$ cat src/rtl/gpio_port_pkg.sv
package gpio_port_pkg;
  typedef enum logic [1:0] {
    PM_IN   = 2'd0,
    PM_PUSH = 2'd1,
    PM_OPEN = 2'd2,
    PM_RSVD = 2'd3
  } pin_mode_e;

  localparam int unsigned HALF_POS  = 16;
  localparam int unsigned OFS_MODE  = 'h00;
  localparam int unsigned OFS_PU    = 'h04;
  localparam int unsigned OFS_DIS   = 'h08;
  localparam int unsigned OFS_DOUT  = 'h0C;
  localparam int unsigned OFS_MASK  = 'h10;
  localparam int unsigned OFS_LEVEL = 'h14;
  localparam int unsigned OFS_IEN   = 'h18;
  localparam int unsigned OFS_TYPE  = 'h1C;
  localparam int unsigned OFS_STAT  = 'h20;
  localparam int unsigned OFS_CTL   = 'h24;
endpackage

$ cat src/rtl/gpio_in_sync.sv
module gpio_in_sync #(
  parameter int W = 16
) (
  input  logic         clk,
  input  logic         rst,
  input  logic [W-1:0] d_async,
  output logic [W-1:0] d_sync
);
  logic [W-1:0] meta_q;
  logic [W-1:0] sync_q;

  always_ff @(posedge clk) begin
    if (rst) begin
      meta_q <= '0;
      sync_q <= '0;
    end else begin
      meta_q <= d_async;
      sync_q <= meta_q;
    end
  end

  assign d_sync = sync_q;
endmodule

$ cat src/rtl/gpio_pad_drive.sv
module gpio_pad_drive
  import gpio_port_pkg::*;
#(
  parameter int W = 16
) (
  input  logic           clk,
  input  logic           rst,
  input  logic [2*W-1:0] mode_vec,
  input  logic [W-1:0]   dout,
  input  logic [W-1:0]   pu_en,
  output logic [W-1:0]   pad_out,
  output logic [W-1:0]   pad_oe,
  output logic [W-1:0]   pad_pu
);
  for (genvar i = 0; i < W; i++) begin : g_pin
    pin_mode_e md;
    assign md = pin_mode_e'(mode_vec[2*i +: 2]);

    always_ff @(posedge clk) begin
      if (rst) begin
        pad_out[i] <= 1'b0;
        pad_oe[i]  <= 1'b0;
      end else begin
        case (md)
          PM_PUSH: begin
            pad_out[i] <= dout[i];
            pad_oe[i]  <= 1'b1;
          end
          PM_OPEN: begin
            pad_out[i] <= 1'b0;
            pad_oe[i]  <= ~dout[i];
          end
          default: begin
            pad_out[i] <= 1'b0;
            pad_oe[i]  <= 1'b0;
          end
        endcase
      end
    end
  end

  always_ff @(posedge clk) begin
    if (rst) pad_pu <= '0;
    else     pad_pu <= pu_en;
  end
endmodule

$ cat src/rtl/gpio_irq_unit.sv
module gpio_irq_unit #(
  parameter int W = 16
) (
  input  logic         clk,
  input  logic         rst,
  input  logic [W-1:0] level,
  input  logic [W-1:0] in_dis,
  input  logic [W-1:0] en_lo,
  input  logic [W-1:0] en_hi,
  input  logic [W-1:0] lvl_mode,
  input  logic         always_on,
  input  logic [W-1:0] clr_mask,
  output logic [W-1:0] status,
  output logic         irq
);
  logic [W-1:0] prev_q;
  logic [W-1:0] event_v;
  logic [W-1:0] stat_q;
  logic [W-1:0] stat_nx;
  logic         irq_q;

  for (genvar i = 0; i < W; i++) begin : g_det
    logic active;
    logic rise;
    logic fall;
    assign active = always_on | en_lo[i] | en_hi[i];
    assign rise   =  level[i] & ~prev_q[i];
    assign fall   = ~level[i] &  prev_q[i];

    always_comb begin
      if (in_dis[i])
        event_v[i] = 1'b0;
      else if (lvl_mode[i])
        event_v[i] = (level[i] & en_hi[i]) | (~level[i] & en_lo[i]);
      else
        event_v[i] = (rise & en_hi[i]) | (fall & en_lo[i]);
    end

    always_ff @(posedge clk) begin
      if (rst)         prev_q[i] <= 1'b0;
      else if (active) prev_q[i] <= level[i];
    end
  end

  assign stat_nx = (stat_q & ~clr_mask) | event_v;

  always_ff @(posedge clk) begin
    if (rst) begin
      stat_q <= '0;
      irq_q  <= 1'b0;
    end else begin
      stat_q <= stat_nx;
      irq_q  <= |stat_nx;
    end
  end

  assign status = stat_q;
  assign irq    = irq_q;
endmodule

$ cat src/rtl/gpio_port_irq.sv
module gpio_port_irq
  import gpio_port_pkg::*;
#(
  parameter int W          = 16,
  parameter int ADDR_W     = 12,
  parameter int PORT_IDX   = 0,
  parameter int ALIAS_BASE = 'h100
) (
  input  logic              clk,
  input  logic              rst,
  input  logic              reg_wr,
  input  logic              reg_rd,
  input  logic [ADDR_W-1:0] reg_addr,
  input  logic [31:0]       reg_wdata,
  output logic [31:0]       reg_rdata,
  input  logic [W-1:0]      pad_in,
  output logic [W-1:0]      pad_out,
  output logic [W-1:0]      pad_oe,
  output logic [W-1:0]      pad_pu,
  output logic              irq
);
  localparam int IDX_W    = (W > 1) ? $clog2(W) : 1;
  localparam int ALIAS_LO = ALIAS_BASE + 64 * PORT_IDX;
  localparam int ALIAS_SZ = 4 * W;

  logic [2*W-1:0] mode_q;
  logic [W-1:0]   pu_q, dis_q, dout_q, mask_q;
  logic [W-1:0]   en_lo_q, en_hi_q, type_q;
  logic           aon_q;
  logic [31:0]    rdata_q, rd_mux;

  logic [W-1:0]   sync_v, level_v, stat_vec, clr_mask;
  logic           dout_wr;
  logic           alias_hit;
  logic [ADDR_W-1:0] alias_rel;
  logic [IDX_W-1:0]  alias_idx;

  gpio_in_sync #(.W(W)) u_sync (
    .clk     (clk),
    .rst     (rst),
    .d_async (pad_in),
    .d_sync  (sync_v)
  );

  assign level_v = sync_v & ~dis_q;

  assign alias_rel = reg_addr - ADDR_W'(ALIAS_LO);
  assign alias_hit = (reg_addr >= ADDR_W'(ALIAS_LO)) &&
                     (alias_rel < ADDR_W'(ALIAS_SZ));
  assign alias_idx = alias_rel[2 +: IDX_W];

  assign dout_wr  = reg_wr && (reg_addr == ADDR_W'(OFS_DOUT));
  assign clr_mask = (reg_wr && reg_addr == ADDR_W'(OFS_STAT)) ?
                    reg_wdata[W-1:0] : '0;

  always_ff @(posedge clk) begin
    if (rst) begin
      mode_q  <= '0;
      pu_q    <= '0;
      dis_q   <= '0;
      dout_q  <= '0;
      mask_q  <= '0;
      en_lo_q <= '0;
      en_hi_q <= '0;
      type_q  <= '0;
      aon_q   <= 1'b0;
    end else if (reg_wr) begin
      if (alias_hit) begin
        dout_q[alias_idx] <= reg_wdata[0];
      end else begin
        case (reg_addr)
          ADDR_W'(OFS_MODE): mode_q <= reg_wdata[2*W-1:0];
          ADDR_W'(OFS_PU):   pu_q   <= reg_wdata[W-1:0];
          ADDR_W'(OFS_DIS):  dis_q  <= reg_wdata[HALF_POS +: W];
          ADDR_W'(OFS_DOUT): dout_q <= (dout_q & mask_q) |
                                       (reg_wdata[W-1:0] & ~mask_q);
          ADDR_W'(OFS_MASK): mask_q <= reg_wdata[W-1:0];
          ADDR_W'(OFS_IEN): begin
            en_lo_q <= reg_wdata[W-1:0];
            en_hi_q <= reg_wdata[HALF_POS +: W];
          end
          ADDR_W'(OFS_TYPE): type_q <= reg_wdata[W-1:0];
          ADDR_W'(OFS_CTL):  aon_q  <= reg_wdata[0];
          default: ;
        endcase
      end
    end
  end

  always_comb begin
    rd_mux = '0;
    if (alias_hit) begin
      rd_mux[0] = level_v[alias_idx];
    end else begin
      case (reg_addr)
        ADDR_W'(OFS_MODE):  rd_mux[2*W-1:0] = mode_q;
        ADDR_W'(OFS_PU):    rd_mux[W-1:0]   = pu_q;
        ADDR_W'(OFS_DIS):   rd_mux[HALF_POS +: W] = dis_q;
        ADDR_W'(OFS_DOUT):  rd_mux[W-1:0]   = dout_q;
        ADDR_W'(OFS_MASK):  rd_mux[W-1:0]   = mask_q;
        ADDR_W'(OFS_LEVEL): rd_mux[W-1:0]   = level_v;
        ADDR_W'(OFS_IEN): begin
          rd_mux[W-1:0]         = en_lo_q;
          rd_mux[HALF_POS +: W] = en_hi_q;
        end
        ADDR_W'(OFS_TYPE):  rd_mux[W-1:0]   = type_q;
        ADDR_W'(OFS_STAT):  rd_mux[W-1:0]   = stat_vec;
        ADDR_W'(OFS_CTL):   rd_mux[0]       = aon_q;
        default: ;
      endcase
    end
  end

  always_ff @(posedge clk) begin
    if (rst)         rdata_q <= '0;
    else if (reg_rd) rdata_q <= rd_mux;
  end
  assign reg_rdata = rdata_q;

  gpio_pad_drive #(.W(W)) u_drive (
    .clk      (clk),
    .rst      (rst),
    .mode_vec (mode_q),
    .dout     (dout_q),
    .pu_en    (pu_q),
    .pad_out  (pad_out),
    .pad_oe   (pad_oe),
    .pad_pu   (pad_pu)
  );

  gpio_irq_unit #(.W(W)) u_irq (
    .clk       (clk),
    .rst       (rst),
    .level     (level_v),
    .in_dis    (dis_q),
    .en_lo     (en_lo_q),
    .en_hi     (en_hi_q),
    .lvl_mode  (type_q),
    .always_on (aon_q),
    .clr_mask  (clr_mask),
    .status    (stat_vec),
    .irq       (irq)
  );
endmodule

$ cat config.mk
export PLATFORM = sky130hd
export DESIGN_NAME = gpio_port_irq
export DESIGN_NICKNAME = d
export VERILOG_FILES = /design/src/rtl/gpio_port_pkg.sv /design/src/rtl/gpio_in_sync.sv /design/src/rtl/gpio_pad_drive.sv /design/src/rtl/gpio_irq_unit.sv /design/src/rtl/gpio_port_irq.sv
export SDC_FILE = /design/constraint.sdc
export NUM_CORES = 1
export LEC_CHECK = 0
export CORE_AREA = 2 2 170 189
export CTS_BUF_LIST = sky130_fd_sc_hd__clkbuf_2
export CTS_CLUSTER_DIAMETER = 40
export DETAILED_ROUTE_END_ITERATION = 10
export DIE_AREA = 0 0 172 191
export GPL_TIMING_DRIVEN = 0
export PLACE_DENSITY = 0.59
export SLEW_MARGIN = 20
export SYNTH_ARGS = -nofsm -noshare
export SYNTH_HDL_FRONTEND = slang
export SYNTH_SLANG_ARGS = --single-unit
export TNS_END_PERCENT = 50
$ cat constraint.sdc
create_clock -name clk -period 2.5 [get_ports clk]
set_clock_uncertainty 0.2 [all_clocks]
set_input_delay 0.375 -clock clk [delete_from_list [all_inputs] [get_ports clk]]
set_output_delay 0.375 -clock clk [all_outputs]
set_load 0.1 [all_outputs]
==> impl_metrics.tcl <==
set metrics [dict create \
    die_height_um 191 \
    worstSetupEndpoint "reg_rdata[28]" \
    leakagePower_nw 5.61 \
    clkSinkCount 290 \
    syn_area_sq_um 12800 \
    ios 145 \
    num_vias 12800 \
    end_kind "register" \
    setup_viol_count_final 7 \
    cts_root_buffer "clkbuf_2" \
    p_per_area_nw_per_um2 535 \
    syn_avg_cell_area_sq_um 8.46 \
    startpoint_type "input pin" \
    wire_per_inst_um 24.4 \
    fillers 3103 \
    cts_tree "yes" \
    cts_max_path_buffers 3 \
    grt_first_pass_wirelength_um 78700 \
    rows 68 \
    synthDistinctLibCells 57 \
    ant_nets 0 \
    r2r_slack_ns 0.18 \
    place_hpwl_um 40900 \
    portBuffers 136 \
    synth_nets 1608 \
    die_w_um 172 \
    worstRegToRegCells 6 \
    synth.yosys.seq_area_share_pct 45.4 \
    dp_slack_ns -1.50 \
    async_reset_ff_share_pct 0 \
    setup_tns_ns -0.0972 \
    maxSlewHeadroom_pct 26.7 \
    rsz0062_at_grt "no" \
    r2r-start "dis_q[6]" \
    ys_ff_latch 290 \
    finalMaxSlewViolations 0 \
    gp_congestion 0.986 \
    clk_pin_slew_worst_paths_ns 0.09 \
    antenna_found_initial 2 \
    fmax_mhz 394 \
    nets 1872 \
    drive_above_1_share_pct 15.5 \
    drc_errors 0 \
    hold_violations 0 \
    worst_pin_slew_ns 1.10 \
    ys_warn_count 0 \
    wl_um 54700 \
    setup_ws_ns -0.0368 \
    cp-startpoint "reg_addr[3]" \
    finalCritPeriodShare_pct 101 \
    cts_max_level 3 \
    cp_data_required_time_ns 3.08 \
    yosysTopAreaCellShare_pct 45.4 \
    violations "setup timing" \
    grt_pass1_vias 12100 \
    hold_path_class "in2reg" \
    crit_type "in2reg" \
    synth_flop_cell "dfxtp_1" \
    fin_hold_ws_ns 0.0475 \
    viasPerCell 5.69 \
    synth-edff-count 0 \
    gr-total-overflow 0 \
    postLayoutCoreUtil_pct 51.6 \
    firstDrtPassIters 9 \
    ir_worst_vdd_uv 336 \
    syn_inst 1512 \
    layout_min_cycle_time_ns 2.54 \
    synth_top_cell_by_area "dfxtp_1" \
    clk_latency_ns 0.93 \
    r2r_end "reg_rdata[0]" \
    maxCapViolCount 0 \
    crit_fanout 10 \
    track_usage_pct 33.4 \
    drt_iter0_drc 1308 \
    yosys-top-cells-area "dfxtp_1, nand2_1, a21oi_1" \
    design.die.area_sq_um 32900 \
    grt_max_degree 11 \
    area_growth_pct 25.1 \
    status "finished with violations" \
    core_sq_um 31000 \
    arrival_ns 3.12 \
    start_util_pct 41.3 \
    numCtsBuffers 78 \
]
[cells in the mapped netlist, types with 2 or more instances]
master       n
and3_1       3
o2bb2ai_1   17
nor3_2       2
nor2b_1     97
nand3_1     10
nand2_2      2
nor4_4       3
buf_2       27
buf_1        6
nand4_1      5
or4_1        5
nand2_1    282
o31ai_1      7
nor4_1       9
buf_4        2
nor3b_1     26
a22o_1      12
inv_1       61
dfxtp_1    290
nor2_1      70
ha_1        32
a221o_1      8
a222oi_1    30
mux2_2       2
a221oi_1    12
a22oi_1     12
clkbuf_1    71
a211oi_1    10
nand3b_1     8
o21ai_0     44
a2111oi_0    4
mux2i_1     53
mux4_2       4
a32oi_1      3
nor3_1      68
a21oi_1    153
o211ai_1     3
nand2b_1    21
o22ai_1     19
nor4_2       2
[report_power, final]
part	switching, W	leakage [nW]	internal [W]	total [W]
Combinational	0.000402	2.76	0.000202	0.000604
Sequential	0.0000148	2.34	0.00464	0.00466
Clock	0.00200	0.509	0.00130	0.00330
[critical path: stages]
cell and delay (ns):
clkdlybuf4s50_1 0.41, buf_2 0.20, nand2b_1 0.09, clkbuf_1 0.59, nor3_1 0.24, o311ai_4 0.59
buf_2 0.34, o2bb2ai_1 0.11, nor2b_1 0.15
[through the flow]
stage               power, W  cells  instance area [sq um]
global placement     0.00529   2068                  14700
detailed placement   0.00529   2068                  14700
floorplan            0.00498   1512                  12800
CTS                  0.00860   2234                  15900
global route         0.00887   2243                  16000
finish               0.00856   2243                  16000
[timing repair]
action / CTS / global route
gates resized for setup: 259 / 30
pin swaps: 4 / 4
hold endpoints to repair: 107 / 2
buffers inserted: 2 / 8
setup endpoints to repair: 151 / 133
hold buffers: 39 / 1
[cell type report]
cell class | instances | area (sq um) | area share [%]
tap | 420 | 526 | 3.29
sequential | 290 | 5810 | 36.3
buffer | 105 | 457 | 2.86
inverter | 62 | 233 | 1.45
multi-input combinational | 1053 | 6400 | 40.0
timing repair buffer | 186 | 1920 | 12.0
antenna | 2 | 5.00 | 0.0313
clock buffer | 116 | 581 | 3.63
clock inverter | 9 | 65.1 | 0.407
[worst min-delay path by stage]
stage | start | to | slack, ns | cells past startpoint
final | rst | reg_rdata[1] | 0.05 | 3
after global routing | rst | reg_rdata[1] | 0.1 | 3
after CTS | rst | reg_rdata[1] | 0.05 | 3
after global placement | u_sync.meta_q[10] | u_sync.d_sync[10] | 0.22 | 1
after floorplan | u_sync.meta_q[0] | u_sync.d_sync[0] | 0.21 | 1
after detailed placement | u_sync.meta_q[5] | u_sync.d_sync[5] | 0.22 | 1
[per-layer routing]
metal / track usage (%) / wire length [um]
met3: 5.53 / 4270
met2: 53.4 / 24800
met1: 41.7 / 21800
met5: 0 / 0
met4: 21.4 / 3860
[kinds of logic (layout without fill, tap and decap cells)]
group | Yosys count | in the layout | synth area share [%]
buf+inv | 169 | 478 | 5.29
xor+xnor | 1 | 1 | 0.0685
mux | 59 | 59 | 5.03
fa+ha+maj | 32 | 32 | 3.13
other cells | 0 | 2 | 0
simple gates | 621 | 621 | 23.8
compound gates | 340 | 340 | 17.2
flops | 290 | 290 | 45.4
[cells in the final DEF, fill, tap and decap left out, drive strengths merged, types with 12 or more instances in the layout]
master / instances
dfxtp: 290
nand2: 284
clkbuf: 187
a21oi: 153
nor2b: 97
clkdlybuf4s15: 77
nor2: 71
nor3: 71
inv: 61
clkdlybuf4s50: 54
mux2i: 53
buf: 47
o21ai: 44
dlygate4sd3: 40
ha: 32
a222oi: 30
nor3b: 26
nand2b: 21
o22ai: 19
o2bb2ai: 17
nor4: 14
a221oi: 12
a22o: 12
a22oi: 12
Note: power is estimated with default switching activity, not from simulation.
